===== src/rtl/cal_rtc_pkg.sv =====
package cal_rtc_pkg;

  localparam int OFS_CTRL  = 'h00;
  localparam int OFS_MODE  = 'h04;
  localparam int OFS_PRESC = 'h08;
  localparam int OFS_SEC   = 'h30;
  localparam int OFS_MIN   = 'h34;
  localparam int OFS_HOUR  = 'h38;
  localparam int OFS_MDAY  = 'h3C;
  localparam int OFS_MON   = 'h40;
  localparam int OFS_YEAR  = 'h44;
  localparam int OFS_WDAY  = 'h48;

  localparam int CB_START  = 0;
  localparam int CB_STOP   = 1;
  localparam int CB_CLEAR  = 4;
  localparam int CB_UPLOAD = 5;
  localparam int MB_CAL    = 0;

  typedef struct packed {
    logic [7:0] year;
    logic [3:0] month;
    logic [4:0] mday;
    logic [2:0] wday;
    logic [4:0] hours;
    logic [5:0] mins;
    logic [5:0] secs;
  } cal_time_t;

  function automatic cal_time_t cal_epoch();
    cal_time_t t;
    t.year  = 8'd0;
    t.month = 4'd1;
    t.mday  = 5'd1;
    t.wday  = 3'd1;
    t.hours = 5'd0;
    t.mins  = 6'd0;
    t.secs  = 6'd0;
    return t;
  endfunction

  function automatic logic is_leap(input logic [7:0] yr);
    return yr[1:0] == 2'b00;
  endfunction

  function automatic logic [4:0] month_len(input logic [3:0] mo, input logic [7:0] yr);
    logic [4:0] len;
    case (mo)
      4'd2:                      len = is_leap(yr) ? 5'd29 : 5'd28;
      4'd4, 4'd6, 4'd9, 4'd11:   len = 5'd30;
      default:                   len = 5'd31;
    endcase
    return len;
  endfunction

  function automatic cal_time_t cal_next(input cal_time_t t);
    cal_time_t n;
    n = t;
    if (t.secs < 6'd59) begin
      n.secs = t.secs + 6'd1;
    end else begin
      n.secs = 6'd0;
      if (t.mins < 6'd59) begin
        n.mins = t.mins + 6'd1;
      end else begin
        n.mins = 6'd0;
        if (t.hours < 5'd23) begin
          n.hours = t.hours + 5'd1;
        end else begin
          n.hours = 5'd0;
          n.wday  = (t.wday >= 3'd7) ? 3'd1 : t.wday + 3'd1;
          if (t.mday < month_len(t.month, t.year)) begin
            n.mday = t.mday + 5'd1;
          end else begin
            n.mday = 5'd1;
            if (t.month < 4'd12) begin
              n.month = t.month + 4'd1;
            end else begin
              n.month = 4'd1;
              n.year  = t.year + 8'd1;
            end
          end
        end
      end
    end
    return n;
  endfunction

endpackage


===== src/rtl/cal_rtc_tick.sv =====
module cal_rtc_tick #(
  parameter int PRESC_W = 22
) (
  input  logic               clk,
  input  logic               rst_n,
  input  logic               run_en,
  input  logic               clr,
  input  logic [PRESC_W-1:0] limit,
  output logic               tick,
  output logic [PRESC_W-1:0] phase
);

  logic [PRESC_W-1:0] cnt_q;

  // A limit lowered below the current count ends the second at once.
  assign tick  = run_en && (cnt_q >= limit);
  assign phase = cnt_q;

  always_ff @(posedge clk or negedge rst_n) begin
    if (!rst_n) begin
      cnt_q <= '0;
    end else if (!run_en || clr || tick) begin
      cnt_q <= '0;
    end else begin
      cnt_q <= cnt_q + 1'b1;
    end
  end

endmodule


===== src/rtl/cal_rtc_counter.sv =====
module cal_rtc_counter
  import cal_rtc_pkg::*;
(
  input  logic      clk,
  input  logic      rst_n,
  input  logic      clr,
  input  logic      load,
  input  logic      tick,
  input  cal_time_t stage,
  output cal_time_t now
);

  // Priority: clear, then upload, then the one-second advance.
  always_ff @(posedge clk or negedge rst_n) begin
    if (!rst_n) begin
      now <= cal_epoch();
    end else if (clr) begin
      now <= cal_epoch();
    end else if (load) begin
      now <= stage;
    end else if (tick) begin
      now <= cal_next(now);
    end
  end

endmodule


===== src/rtl/cal_rtc_regs.sv =====
module cal_rtc_regs
  import cal_rtc_pkg::*;
#(
  parameter int ADDR_W      = 8,
  parameter int DATA_W      = 32,
  parameter int PRESC_W     = 22,
  parameter int PRESC_RESET = 999999
) (
  input  logic               clk,
  input  logic               rst_n,
  input  logic               bus_en,
  input  logic               bus_we,
  input  logic [ADDR_W-1:0]  bus_addr,
  input  logic [DATA_W-1:0]  bus_wdata,
  input  cal_time_t          now,
  output logic [DATA_W-1:0]  bus_rdata,
  output logic               running,
  output logic               mode_cal,
  output logic [PRESC_W-1:0] presc,
  output cal_time_t          stage,
  output logic               load,
  output logic               clr
);

  logic wr;
  logic ctrl_wr;
  logic unused_hi;

  assign wr        = bus_en && bus_we;
  assign ctrl_wr   = wr && (bus_addr == ADDR_W'(OFS_CTRL));
  assign clr       = ctrl_wr && bus_wdata[CB_CLEAR];
  assign unused_hi = ^bus_wdata[DATA_W-1:PRESC_W];

  always_ff @(posedge clk or negedge rst_n) begin
    if (!rst_n) begin
      running <= 1'b0;
      load    <= 1'b0;
    end else begin
      load <= ctrl_wr && bus_wdata[CB_UPLOAD];
      if (ctrl_wr && bus_wdata[CB_STOP]) begin
        running <= 1'b0;
      end else if (ctrl_wr && bus_wdata[CB_START]) begin
        running <= 1'b1;
      end
    end
  end

  always_ff @(posedge clk or negedge rst_n) begin
    if (!rst_n) begin
      mode_cal <= 1'b0;
      presc    <= PRESC_W'(PRESC_RESET);
    end else begin
      if (wr && !running && bus_addr == ADDR_W'(OFS_MODE)) begin
        mode_cal <= bus_wdata[MB_CAL];
      end
      if (wr && bus_addr == ADDR_W'(OFS_PRESC)) begin
        presc <= bus_wdata[PRESC_W-1:0];
      end
    end
  end

  always_ff @(posedge clk or negedge rst_n) begin
    if (!rst_n) begin
      stage <= cal_epoch();
    end else if (wr) begin
      case (bus_addr)
        ADDR_W'(OFS_SEC):  stage.secs  <= bus_wdata[5:0];
        ADDR_W'(OFS_MIN):  stage.mins  <= bus_wdata[5:0];
        ADDR_W'(OFS_HOUR): stage.hours <= bus_wdata[4:0];
        ADDR_W'(OFS_MDAY): stage.mday  <= bus_wdata[4:0];
        ADDR_W'(OFS_MON):  stage.month <= bus_wdata[3:0];
        ADDR_W'(OFS_YEAR): stage.year  <= bus_wdata[7:0];
        ADDR_W'(OFS_WDAY): stage.wday  <= bus_wdata[2:0];
        default: ;
      endcase
    end
  end

  always_comb begin
    bus_rdata = '0;
    case (bus_addr)
      ADDR_W'(OFS_CTRL): begin
        bus_rdata[CB_START]  = running;
        bus_rdata[CB_UPLOAD] = load;
      end
      ADDR_W'(OFS_MODE):  bus_rdata[MB_CAL] = mode_cal;
      ADDR_W'(OFS_PRESC): bus_rdata = DATA_W'(presc);
      ADDR_W'(OFS_SEC):   bus_rdata = DATA_W'(now.secs);
      ADDR_W'(OFS_MIN):   bus_rdata = DATA_W'(now.mins);
      ADDR_W'(OFS_HOUR):  bus_rdata = DATA_W'(now.hours);
      ADDR_W'(OFS_MDAY):  bus_rdata = DATA_W'(now.mday);
      ADDR_W'(OFS_MON):   bus_rdata = DATA_W'(now.month);
      ADDR_W'(OFS_YEAR):  bus_rdata = DATA_W'(now.year);
      ADDR_W'(OFS_WDAY):  bus_rdata = DATA_W'(now.wday);
      default:            bus_rdata = '0;
    endcase
  end

endmodule


===== src/rtl/cal_rtc_top.sv =====
module cal_rtc_top
  import cal_rtc_pkg::*;
#(
  parameter int ADDR_W      = 8,
  parameter int DATA_W      = 32,
  parameter int PRESC_W     = 22,
  parameter int PRESC_RESET = 999999
) (
  input  logic              clk,
  input  logic              rst_n,
  input  logic              bus_en,
  input  logic              bus_we,
  input  logic [ADDR_W-1:0] bus_addr,
  input  logic [DATA_W-1:0] bus_wdata,
  output logic [DATA_W-1:0] bus_rdata
);

  // Named internal events, also observed by the bound checker.
  logic               running;
  logic               mode_cal;
  logic               run_en;
  logic               tick;
  logic               load;
  logic               clr;
  logic [PRESC_W-1:0] presc;
  logic [PRESC_W-1:0] phase;
  cal_time_t          stage;
  cal_time_t          now;

  assign run_en = running && mode_cal;

  cal_rtc_regs #(
    .ADDR_W      (ADDR_W),
    .DATA_W      (DATA_W),
    .PRESC_W     (PRESC_W),
    .PRESC_RESET (PRESC_RESET)
  ) u_regs (
    .clk       (clk),
    .rst_n     (rst_n),
    .bus_en    (bus_en),
    .bus_we    (bus_we),
    .bus_addr  (bus_addr),
    .bus_wdata (bus_wdata),
    .now       (now),
    .bus_rdata (bus_rdata),
    .running   (running),
    .mode_cal  (mode_cal),
    .presc     (presc),
    .stage     (stage),
    .load      (load),
    .clr       (clr)
  );

  cal_rtc_tick #(
    .PRESC_W (PRESC_W)
  ) u_tick (
    .clk    (clk),
    .rst_n  (rst_n),
    .run_en (run_en),
    .clr    (clr),
    .limit  (presc),
    .tick   (tick),
    .phase  (phase)
  );

  cal_rtc_counter u_cnt (
    .clk   (clk),
    .rst_n (rst_n),
    .clr   (clr),
    .load  (load),
    .tick  (tick),
    .stage (stage),
    .now   (now)
  );

endmodule


===== config.mk =====
export PLATFORM = sky130hd
export DESIGN_NAME = cal_rtc_top
export DESIGN_NICKNAME = d
export VERILOG_FILES = /design/src/rtl/cal_rtc_pkg.sv /design/src/rtl/cal_rtc_tick.sv /design/src/rtl/cal_rtc_counter.sv /design/src/rtl/cal_rtc_regs.sv /design/src/rtl/cal_rtc_top.sv
export SDC_FILE = /design/constraint.sdc
export NUM_CORES = 1
export LEC_CHECK = 0
export BUFFER_PORTS_ARGS = -buffer_cell sky130_fd_sc_hd__buf_4
export CAP_MARGIN = 20
export CORE_MARGIN = 2
export CORE_UTILIZATION = 54
export CTS_BUF_LIST = sky130_fd_sc_hd__clkbuf_16
export CTS_CLUSTER_DIAMETER = 100
export DETAILED_ROUTE_END_ITERATION = 10
export GPL_TIMING_DRIVEN = 0
export PLACE_DENSITY_LB_ADDON = 0.2
export SYNTH_ARGS = -nofsm -noshare
export SYNTH_HDL_FRONTEND = slang
export SYNTH_SLANG_ARGS = --single-unit

===== constraint.sdc =====
create_clock -name clk -period 2.7 [get_ports clk]
set_input_delay 0.135 -clock clk [delete_from_list [all_inputs] [get_ports clk]]
set_output_delay 0.135 -clock clk [all_outputs]
set_load 0.02 [all_outputs]

-- Yosys cells after proc, flatten, opt, wreduce, memory -nomap -nowiden
Cells that the tools add are included.
- output and inout bits: 32
- input bits: 44
- register bits: 121
- magnitude comparators: 7
- equality and inequality tests: 19
- multiplexer cells: 29
- add/subtract/negate cells: 8
- reductions and logical operators: 32
- operator list (operator ; number):
    $mux 37 ; 3
    $mux 5 ; 8
    $eq 8x6->1 const B ; 4
    $pmux 16 s2 ; 1
    $pmux 4 s8 ; 1
    $mux 31 ; 1
    $mux 25 ; 1
    $eq 8x7->1 const B ; 3
    $add 22x1->22 const B ; 1
    $ge 22x22->1 ; 1
    $mux 22 ; 1
    $mux 20 ; 1
    $reduce_and 2->1 ; 8
    $ne 3x3->1 const B ; 5
    $add 6x1->6 const B ; 2
    $lt 6x6->1 const B ; 2
    $mux 12 ; 1
    $mux 6 ; 2
    $logic_and 1x1->1 ; 11
    $add 5x1->5 const B ; 2
    $pmux 1 s10 ; 1
    $pmux 5 s2 ; 1
    $add 8x1->8 const B ; 1
    $eq 4x3->1 const B ; 2
    other kinds (26) ; 31

-- Logic depth before layout (Yosys ltp)
Gate-level depths: netlist of run 1.
- depth in word-level cells: 17
- gate-level depth with buffers: 11
- mapped depth without buffers: 10

-- Modules after synthesis
From an unflattened synthesis of run 1, not the netlist that was laid out.
- cells, all modules: 721
- area total of the unflattened synthesis: 7495.9 um^2
- modules (own cells, without submodules) (module ; times used ; cells an instance ; area each (um^2)):
    cal_rtc_regs ; 1 ; 240 ; 3259.4
    cal_rtc_counter ; 1 ; 295 ; 2528.7
    cal_rtc_tick ; 1 ; 185 ; 1701.6
    cal_rtc_top ; 1 ; 1 ; 6.3

-- Worst setup path after synthesis of run 1
Ideal clock, no wire load.
- path type: register to register
- start point: reg, netlist name u_cnt.now[25]
- end point: reg, netlist name u_cnt.now[36]
- arrival: 2.624 ns
- library setup time: 0.130 ns
- setup slack: -0.054 ns
- data required time: 2.570 ns
- clock period less this slack: 2.754 ns
- cell stages (with the launch flop): 12
- cell sequence: dfstp_2 -> inv_1 -> ha_1 -> nor3b_1 -> ha_1 -> o2111a_1 -> o31ai_2 -> or4_1 -> buf_2 -> nor4_2 -> xnor2_1 -> o21ai_1
- word-level cells in the longest chain between the ends: 12
- elaborated cells on any way between the ends: 18
- classes of those cells: order compare: 2; eq/ne: 7; mux: 7; reduce/logical: 2
- RTL lines (item ; line ; source):
    $eq 4x3->1 or $eq 4x4->1 (tied branches) ; cal_rtc_pkg.sv:48 ; case (mo)
    $reduce_or 4->1 ; cal_rtc_pkg.sv:48 ;
    $pmux 5 s2 ; cal_rtc_pkg.sv:48 ;
    $mux 5 ; cal_rtc_pkg.sv:67 ; if (t.hours < 5'd23) begin
    $mux 5 ; cal_rtc_pkg.sv:63 ; if (t.mins < 6'd59) begin
    $mux 5 ; cal_rtc_pkg.sv:59 ; if (t.secs < 6'd59) begin
    $mux 5 ; cal_rtc_counter.sv:21 ; end else if (tick) begin
    $mux 5 ; cal_rtc_counter.sv:19 ; end else if (load) begin
    $mux 5 ; cal_rtc_counter.sv:17 ; end else if (clr) begin
    $lt 5x5->1 ; cal_rtc_pkg.sv:72 ; if (t.mday < month_len(t.month, t.year)) begin
    $ne 3x3->1 (no line) ; -- ;
    $reduce_and 6->1 (no line) * ; -- ;
Every way passes the cells marked *; elsewhere a longest branch is shown, timed or not. The select of a mux whose other input is x is not followed.
A chain may end at the register's enable or synchronous reset.

-- Worst setup path after layout of run 1
- start point: reg u_regs.presc[3]
- end point: reg u_tick.cnt_q[3] (netlist: u_tick.phase[3])
- word-level cells in the longest chain between the ends: 4
- RTL lines (item ; line ; source):
    start, declared ; cal_rtc_regs.sv:19 ; output logic [PRESC_W-1:0] presc,
    start signal, assigned ; cal_rtc_regs.sv:51 ; presc <= PRESC_W'(PRESC_RESET);
    start signal, assigned ; cal_rtc_regs.sv:57 ; presc <= bus_wdata[PRESC_W-1:0];
    $ge 22x22->1 ; cal_rtc_tick.sv:16 ; assign tick = run_en && (cnt_q >= limit);
    $logic_and 1x1->1 ; cal_rtc_tick.sv:16 ;
    $logic_or 1x1->1 ; cal_rtc_tick.sv:22 ; end else if (!run_en || clr || tick) begin
    $mux 22 ; cal_rtc_tick.sv:22 ;
    end signal, assigned ; cal_rtc_tick.sv:25 ; cnt_q <= cnt_q + 1'b1;
    end, declared ; cal_rtc_tick.sv:13 ; logic [PRESC_W-1:0] cnt_q;
Every way passes these cells.

==> run summary, run 1 <==
Clock Path Buffers: 2
power per cell area: 511 nW/µm²
Routed Wire Length: 20700 µm
hold path startpoint: bus_wdata[1]
Remaining DRCs: 0
fmax: 353 MHz
CP required: 3.05 ns
die width: 117 µm
first-pass GRT wire length: 31200 µm
r2r setup slk: -0.13 ns
CTS sink cnt: 121
dominant synthesized flop cell: dfrtp_1
I/O Buffers: 54
worst-margin pin slew: 0.778 ns
P&R area growth vs syn: 28.8%
final setup vio count: 37
vias per std cell: 6.04
Worst R2R Start: u_regs.presc[3]
final non-filler cell area: 8890 µm²
Min-Delay Path Class: in -> reg
initial antenna violation count: 0
Synth area leaders: dfrtp_1 (37%), mux2_2 (10%), dfstp_2 (6.8%)
Final min period: 2.83 ns
Netlist Area Pre-Place: 6910 µm²
leakage power: 3.95 nW
largest net degree at the start of global routing: 101
layout cells sized above 1: 33.5%
GRT Total Usage: 31.0%
fin nets: 891
vias in the first global route: 5911
Final Util: 70.8%
FFs w/ async S/R, synth: 100%
Setup crit end kind: flop
Boundary Pins: 76
synth warn: 0
largest family of logic cells by synthesized area: simple AND/OR/NAND/NOR gates
detailed-route wire length per cell: 20.8 µm
synthesized flop and latch total: 121
final cycle utilization of the critical path: 105%
Critical Path Source Type: flop
Iter 0 DRT Violations: 491
max_slew headroom: 48.0%
mux contribution to synthesized area: 10.4%
Synth Instances: 692
final worst slack: -0.133 ns
number of antenna-violating nets in the routed design: 0
placed cells: 928
failing checks: negative setup slack
RSZ-0062 raised after global routing: true
final hold violation count: 0
Clk Latency, worst-skew pair: 0.42 ns
Die Footprint: 13700 µm²
Critical Path Source: u_regs.presc[3]
Synth cell types: 66
Pre-antenna DRT Iters: 5
DP Area: 7620 µm²
H-tree lvl count: 4
FILL cells: 897
Reg clk slew, reported paths: 0.05 ns
Post-Synth Adder-Cell Area: 6.52%
compound-gate portion of the synthesized area: 13.1%
fin. max-slew vios: 0
row cnt: 41
setup TNS: -2.78 ns
root buf cell: clkbuf_16
sequential share of the synthesized area: 44.2%
total power: 4.55 mW
Detailed Place HPWL: 13600 µm
total grt overflow: 0
share of the synthesized area in the top cell type: 37.3%
CTS buffer count: 17
Worst VDD drop: 468 µV
crit path DAT: 3.18 ns
number of enable flip-flop cells after synthesis: 0
final non-filler cell total: 996
Synth Area per Inst: 9.98 µm²
diode count: 0
xor and xnor area share after synthesis: 3.55%
max-cap viol count: 0
initial core utilization: 54.9%
simple-gate share of the synthesized area: 17.7%
via total after detailed routing: 6015
core area: 12600 µm²
Die Y: 117 µm
CP max FO: 6
Clock Skew: 0.00619 ns
Crit Path Category: reg -> reg
Placer Congestion: 0.953
status: complete, but fails checks
TritonCTS clock tree: done
Yosys top cell by area: dfrtp_1
-- cell usage after synthesis, drive strengths merged (7+ instances only) --
| cell | count |
|---|---|
| nor3 | 24 |
| inv | 32 |
| nor4 | 7 |
| nand2 | 61 |
| xor2 | 16 |
| clkbuf | 13 |
| dfstp | 18 |
| xnor2 | 12 |
| nand4 | 11 |
| buf | 20 |
| a31oi | 10 |
| a21oi | 28 |
| a22oi | 16 |
| and3 | 11 |
| o21ai | 41 |
| nand3 | 35 |
| dfrtp | 103 |
| ha | 36 |
| mux2 | 62 |
| nor2 | 66 |
-- kinds of logic (layout without fill, tap and decap cells) --
family	Yosys count	after routing
flops	121	121
simple gates	244	244
mux	64	64
other cells	1	10
buf+inv	66	189
compound gates	132	132
xor+xnor	28	28
fa+ha+maj	36	36
-- report_power, final --
| group | total (mW) | internal (mW) | switching, mW |
|---|---|---|---|
| Combinational | 0.508 | 0.239 | 0.269 |
| Clock | 2.13 | 1.32 | 0.808 |
| Sequential | 1.91 | 1.86 | 0.0451 |
| Total | 4.55 | 3.43 | 1.12 |
-- placed cells by master, fill, tap and decap left out, types with 13 or more instances in the layout --
cell type      netlist  layout
nand2_1             61      58
dfrtp_1            103     102
clkbuf_16            0      17
a21oi_1             28      26
mux2_2              62      61
dfstp_2             18      18
nand3_1             35      35
xor2_1              16      16
nor2_2               2      13
nor3_1              23      19
buf_4               10      77
a22oi_1             16      16
ha_1                36      28
inv_1               32      32
clkbuf_1            13      13
dlygate4sd3_1        0      17
nor2_1              64      41
o21ai_0             38      26
-- flip-flops by register name, summed over array words and instances (netlist names) --
name / cells
u_cnt.now: 37
u_regs.stage: 37
u_regs.presc: 22
u_tick.phase: 22
u_regs.load: 1
u_regs.mode_cal: 1
u_regs.running: 1
-- final cells by class --
type,instances,area (µm²),area share [%]
flip-flops and latches,121,3050,34.3
plain buffers,32,196,2.21
repair buffers,92,788,8.86
inverters,33,124,1.39
multi-input cells,514,3970,44.7
clock buffers,17,425,4.78
clock inverters,15,120,1.35
well taps,172,215,2.42
-- per-layer routing --
metal | up-vias | global-route usage, % | wire [µm]
met3 | 46 | 6.39 | 1240
li1 | 2721 | - | -
met5 | - | 0 | 0
met2 | 275 | 52.6 | 10300
met1 | 2973 | 38.5 | 8460
met4 | 0 | 13.5 | 638
-- timing repair --
item	4_1_cts	5_1_grt
resized for setup	46	55
setup endpoints to repair	59	52
setup buffers	13	5
cloned	2	0
hold endpoints to repair	129	0
hold buffers	17	0
pin swaps	40	15
-- critical path, stage by stage (launching register included) --
cell and delay (ns):
dfstp_2 0.53, inv_2 0.04, ha_4 0.23, a21o_1 0.17, a21oi_2 0.16, nor3b_1 0.07, or3_4 0.37, a221o_2 0.50
or3_4 0.42, buf_6 0.17, nor2_2 0.09
-- through the flow --
stage | hold WS (ns) | worst slack (ns)
2_1_floorplan | -0.161 | -0.00128
3_3_place_gp | 0.369 | -0.386
3_5_place_dp | 0.00234 | -0.443
4_1_cts | 0.00985 | -0.104
5_1_grt | 0.00480 | -0.228
6_report | 0.0256 | -0.133
-- worst paths after layout --
path | end | depth (start not counted)
worst max-delay path | u_tick.phase[3] | 10
worst min-delay path | u_regs.running | 2
worst max register to register | u_tick.phase[3] | 10
worst min register to register | u_cnt.now[33] | 2
max in group asynchronous | u_cnt.now[6] | 3
min in group asynchronous | u_tick.phase[20] | 2
No activity file was read; power rests on OpenSTA's default activity.
==> run 2: changes to the inputs <==
--- a/config.mk
+++ b/config.mk
@@ -5,6 +5,7 @@
 export SDC_FILE = /design/constraint.sdc
 export NUM_CORES = 1
 export LEC_CHECK = 0
+export ABC_AREA = 1
 export BUFFER_PORTS_ARGS = -buffer_cell sky130_fd_sc_hd__buf_4
 export CAP_MARGIN = 20
 export CORE_MARGIN = 2
==> run summary, run 2 <==
status: finished, final reports clean
final hold violation count: 0 (unchanged)
fin. max-slew vios: 0 (unchanged)
Post-CTS Setup Repair Bufs: 0 (-13)
Crit Path Category: reg -> reg
initial antenna violation count: 0 (unchanged)
worst-margin pin slew: 0.673 ns (-0.105 ns)
vias in the first global route: 6394 (+8.2%)
Synth Instances: 925 (+34%)
Worst VDD drop: 419 µV (-10%)
H-tree lvl count: 4 (unchanged)
diode count: 0 (unchanged)
I/O Buffers: 55 (+1.9%)
fin nets: 1108 (+24%)
FFs w/ async S/R, synth: 100% (unchanged)
CTS buffer count: 17 (unchanged)
Yosys top cell by area: dfrtp_1
die width: 120 µm (+2.2%)
layout cells sized above 1: 15.5% (-18 points)
hold path startpoint: bus_wdata[5]
most common cell after layout, fill and taps aside: nand2_1
r2r setup slk: 0.24 ns (+0.37 ns)
crit path DAT: 2.76 ns (-0.42 ns)
final worst slack: 0.238 ns (+0.371 ns)
critical path's most frequent cell: nand2_1
CTS sink cnt: 121 (unchanged)
number of antenna-violating nets in the routed design: 0 (unchanged)
Reg clk slew, reported paths: 0.06 ns (about the same)
largest net degree at the start of global routing: 81 (-20%)
share of the synthesized area in the top cell type: 35.7% (-1.7 points)
Final min period: 2.46 ns (-0.371 ns)
Synth Area per Inst: 7.82 µm² (-22%)
most frequent cell after synthesis: nand2_1
Die Y: 120 µm (+2.2%)
CP required: 3.00 ns (-0.05 ns)
sequential share of the synthesized area: 42.2% (-2.0 points)
Clk Latency, worst-skew pair: 0.42 ns (about the same)
largest family of logic cells by synthesized area: simple AND/OR/NAND/NOR gates
core area: 13100 µm² (+4.5%)
vias per std cell: 5.49 (-9.1%)
fmax: 406 MHz (+15%)
Routed Wire Length: 20200 µm (-2.4%)
Iter 0 DRT Violations: 665 (+35%)
Setup crit end kind: flop
mux contribution to synthesized area: 0.312% (-10 points)
Remaining DRCs: 0 (unchanged)
Placer Congestion: 0.956 (+0.33%)
row cnt: 42 (+2.4%)
total grt overflow: 0 (unchanged)
simple-gate share of the synthesized area: 27.4% (+9.6 points)
crit path cell chain: inv_1, ha_1, nor3b_1, ha_1, nand2_1, nor3_2, nand2_2, nand3_2, nand2_2, nor2_8, nand3_4, nand2_1, nand2_1
leading cell types in the layout, fill and taps excluded: nand2_1 (226), inv_1 (108), dfrtp_1 (103)
Boundary Pins: 76 (unchanged)
max_slew headroom: 55.0% (+7.0 points)
Hold Path Sink: u_regs.load
Synth area leaders: dfrtp_1 (36%), nand2_1 (12%), dfstp_2 (6.5%)
final non-filler cell total: 1217 (+22%)
Post-Synth Adder-Cell Area: 6.23% (-0.29 points)
Die Footprint: 14300 µm² (+4.5%)
multi-input logic area: 3570 µm² (-10%)
FF-to-FF path depth: 13 (+3)
slowest stage cell, crit path: dfstp_2
GRT Total Usage: 29.8% (-1.2 points)
total power: 4.32 mW (-5.1%)
Worst path max stage delay: 0.59 ns (+0.06 ns)
root buf cell: clkbuf_16
Worst R2R Start: u_cnt.now[25]
hold path cells: 3 (+1)
via total after detailed routing: 6682 (+11%)
power per cell area: 496 nW/µm² (-2.9%)
FILL cells: 1119 (+25%)
xor and xnor area share after synthesis: 2.54% (-1.0 points)
synth warn: 0 (unchanged)
Place WS: 0.224 ns (+0.666 ns)
leakage power: 4.41 nW (+12%)
synthesized flop and latch total: 121 (unchanged)
Critical Path Source Type: flop
compound-gate portion of the synthesized area: 12.3% (-0.78 points)
placed cells: 1166 (+26%)
WHS: 0.0734 ns (+0.0478 ns)
number of enable flip-flop cells after synthesis: 0 (unchanged)
detailed-route wire length per cell: 16.6 µm (-20%)
Pre-antenna DRT Iters: 6 (+1)
Detailed Place HPWL: 14200 µm (+4.4%)
first-pass GRT wire length: 33100 µm (+5.9%)
Clock Path Buffers: 2 (unchanged)
Min-Delay Path Class: in -> reg
final cycle utilization of the critical path: 91.2% (-14 points)
capture point of the worst reg-to-reg path: u_cnt.now[31]
Netlist Area Pre-Place: 7230 µm² (+4.7%)
Clock Skew: 0.00946 ns (+0.00327 ns)
Top Registers: u_cnt.now x37, u_regs.stage x37
Synth cell types: 49 (-26%)
RSZ-0062 raised after global routing: false
CP max FO: 9 (+3)
P&R area growth vs syn: 20.2%
Register Area: 3050 µm² (about the same)
dominant synthesized flop cell: dfrtp_1
Post-synth top cells: nand2_1 (227), inv_1 (106), dfrtp_1 (103)
TritonCTS clock tree: done
initial core utilization: 55.0% (+0.086 points)
final setup vio count: 0 (-100%)
max-cap viol count: 0 (unchanged)
setup TNS: 0 ns (+2.78 ns)
==> run 2: logic make-up after synthesis <==
kind of cell               Yosys count
buffers and inverters              149
other                                1
muxes                                2
AOI/OAI and AO/OA                  158
xor gates and xnor gates            21
adders and majority gates           36
DFF                                121
and+or+nand+nor                    437
==> run 2: worst max-delay path by stage <==
| stage | startpoint | end | slack [ns] |
|---|---|---|---|
| after floorplan | u_cnt.now[25] | u_cnt.now[31] | 0.50 |
| after global placement | u_cnt.now[25] | u_cnt.now[32] | 0.25 |
| after detailed placement | u_cnt.now[25] | u_cnt.now[29] | 0.22 |
| after CTS | u_cnt.now[25] | u_cnt.now[29] | 0.20 |
| after global routing | u_cnt.now[25] | u_cnt.now[35] | 0.05 |
| final | u_cnt.now[25] | u_cnt.now[31] | 0.24 |
==> run 2: stage by stage <==
| stage | instance area [µm²] | util [%] |
|---|---|---|
| 3_3_place_gp | 7900 | 60.1 |
| 4_1_cts | 8690 | 66.1 |
| 2_1_floorplan | 7260 | - |
| 6_report | 8690 | 66.2 |
| 3_5_place_dp | 7930 | 60.3 |
| 5_1_grt | 8690 | 66.2 |
==> run 2: timing repair <==
item,4_1_cts,5_1_grt
hold buffers,19,0
gates resized for setup,0,2
endpoints found under the setup margin,0,8
hold endpoints to repair,60,0
==> run 2: metal layers <==
layer	share of wire [%]	GRT usage, %	wire [µm]
met5	0	0	0
met4	2.0	8.53	395
met3	8.3	6.56	1680
met2	45	46.4	9140
met1	44	42.1	8970
==> run 2: final cells by class <==
type / count / area share, %
Multi-Input combinational cell: 664 / 41.1
Sequential cell: 121 / 35.1
Timing Repair Buffer: 75 / 7.30
Inverter: 114 / 4.94
Clock buffer: 17 / 4.89
Tap cell: 176 / 2.53
Buffer: 35 / 2.50
Clock inverter: 15 / 1.64
==> run 2: worst max-delay path: cells and delay by family, from the launching register on <==
kind | cells | cell delay, ns
adders and majority gates | 2 | 0.50
DFF | 1 | 0.59
buffers and inverters | 1 | 0.09
and+or+nand+nor | 10 | 1.16
==> run 2: power by group <==
part	internal [mW]	leakage, nW	total [mW]	switching [mW]
Combinational	0.0918	2.57	0.224	0.132
Clock	1.42	0.284	2.22	0.805
Sequential	1.85	1.55	1.87	0.0191
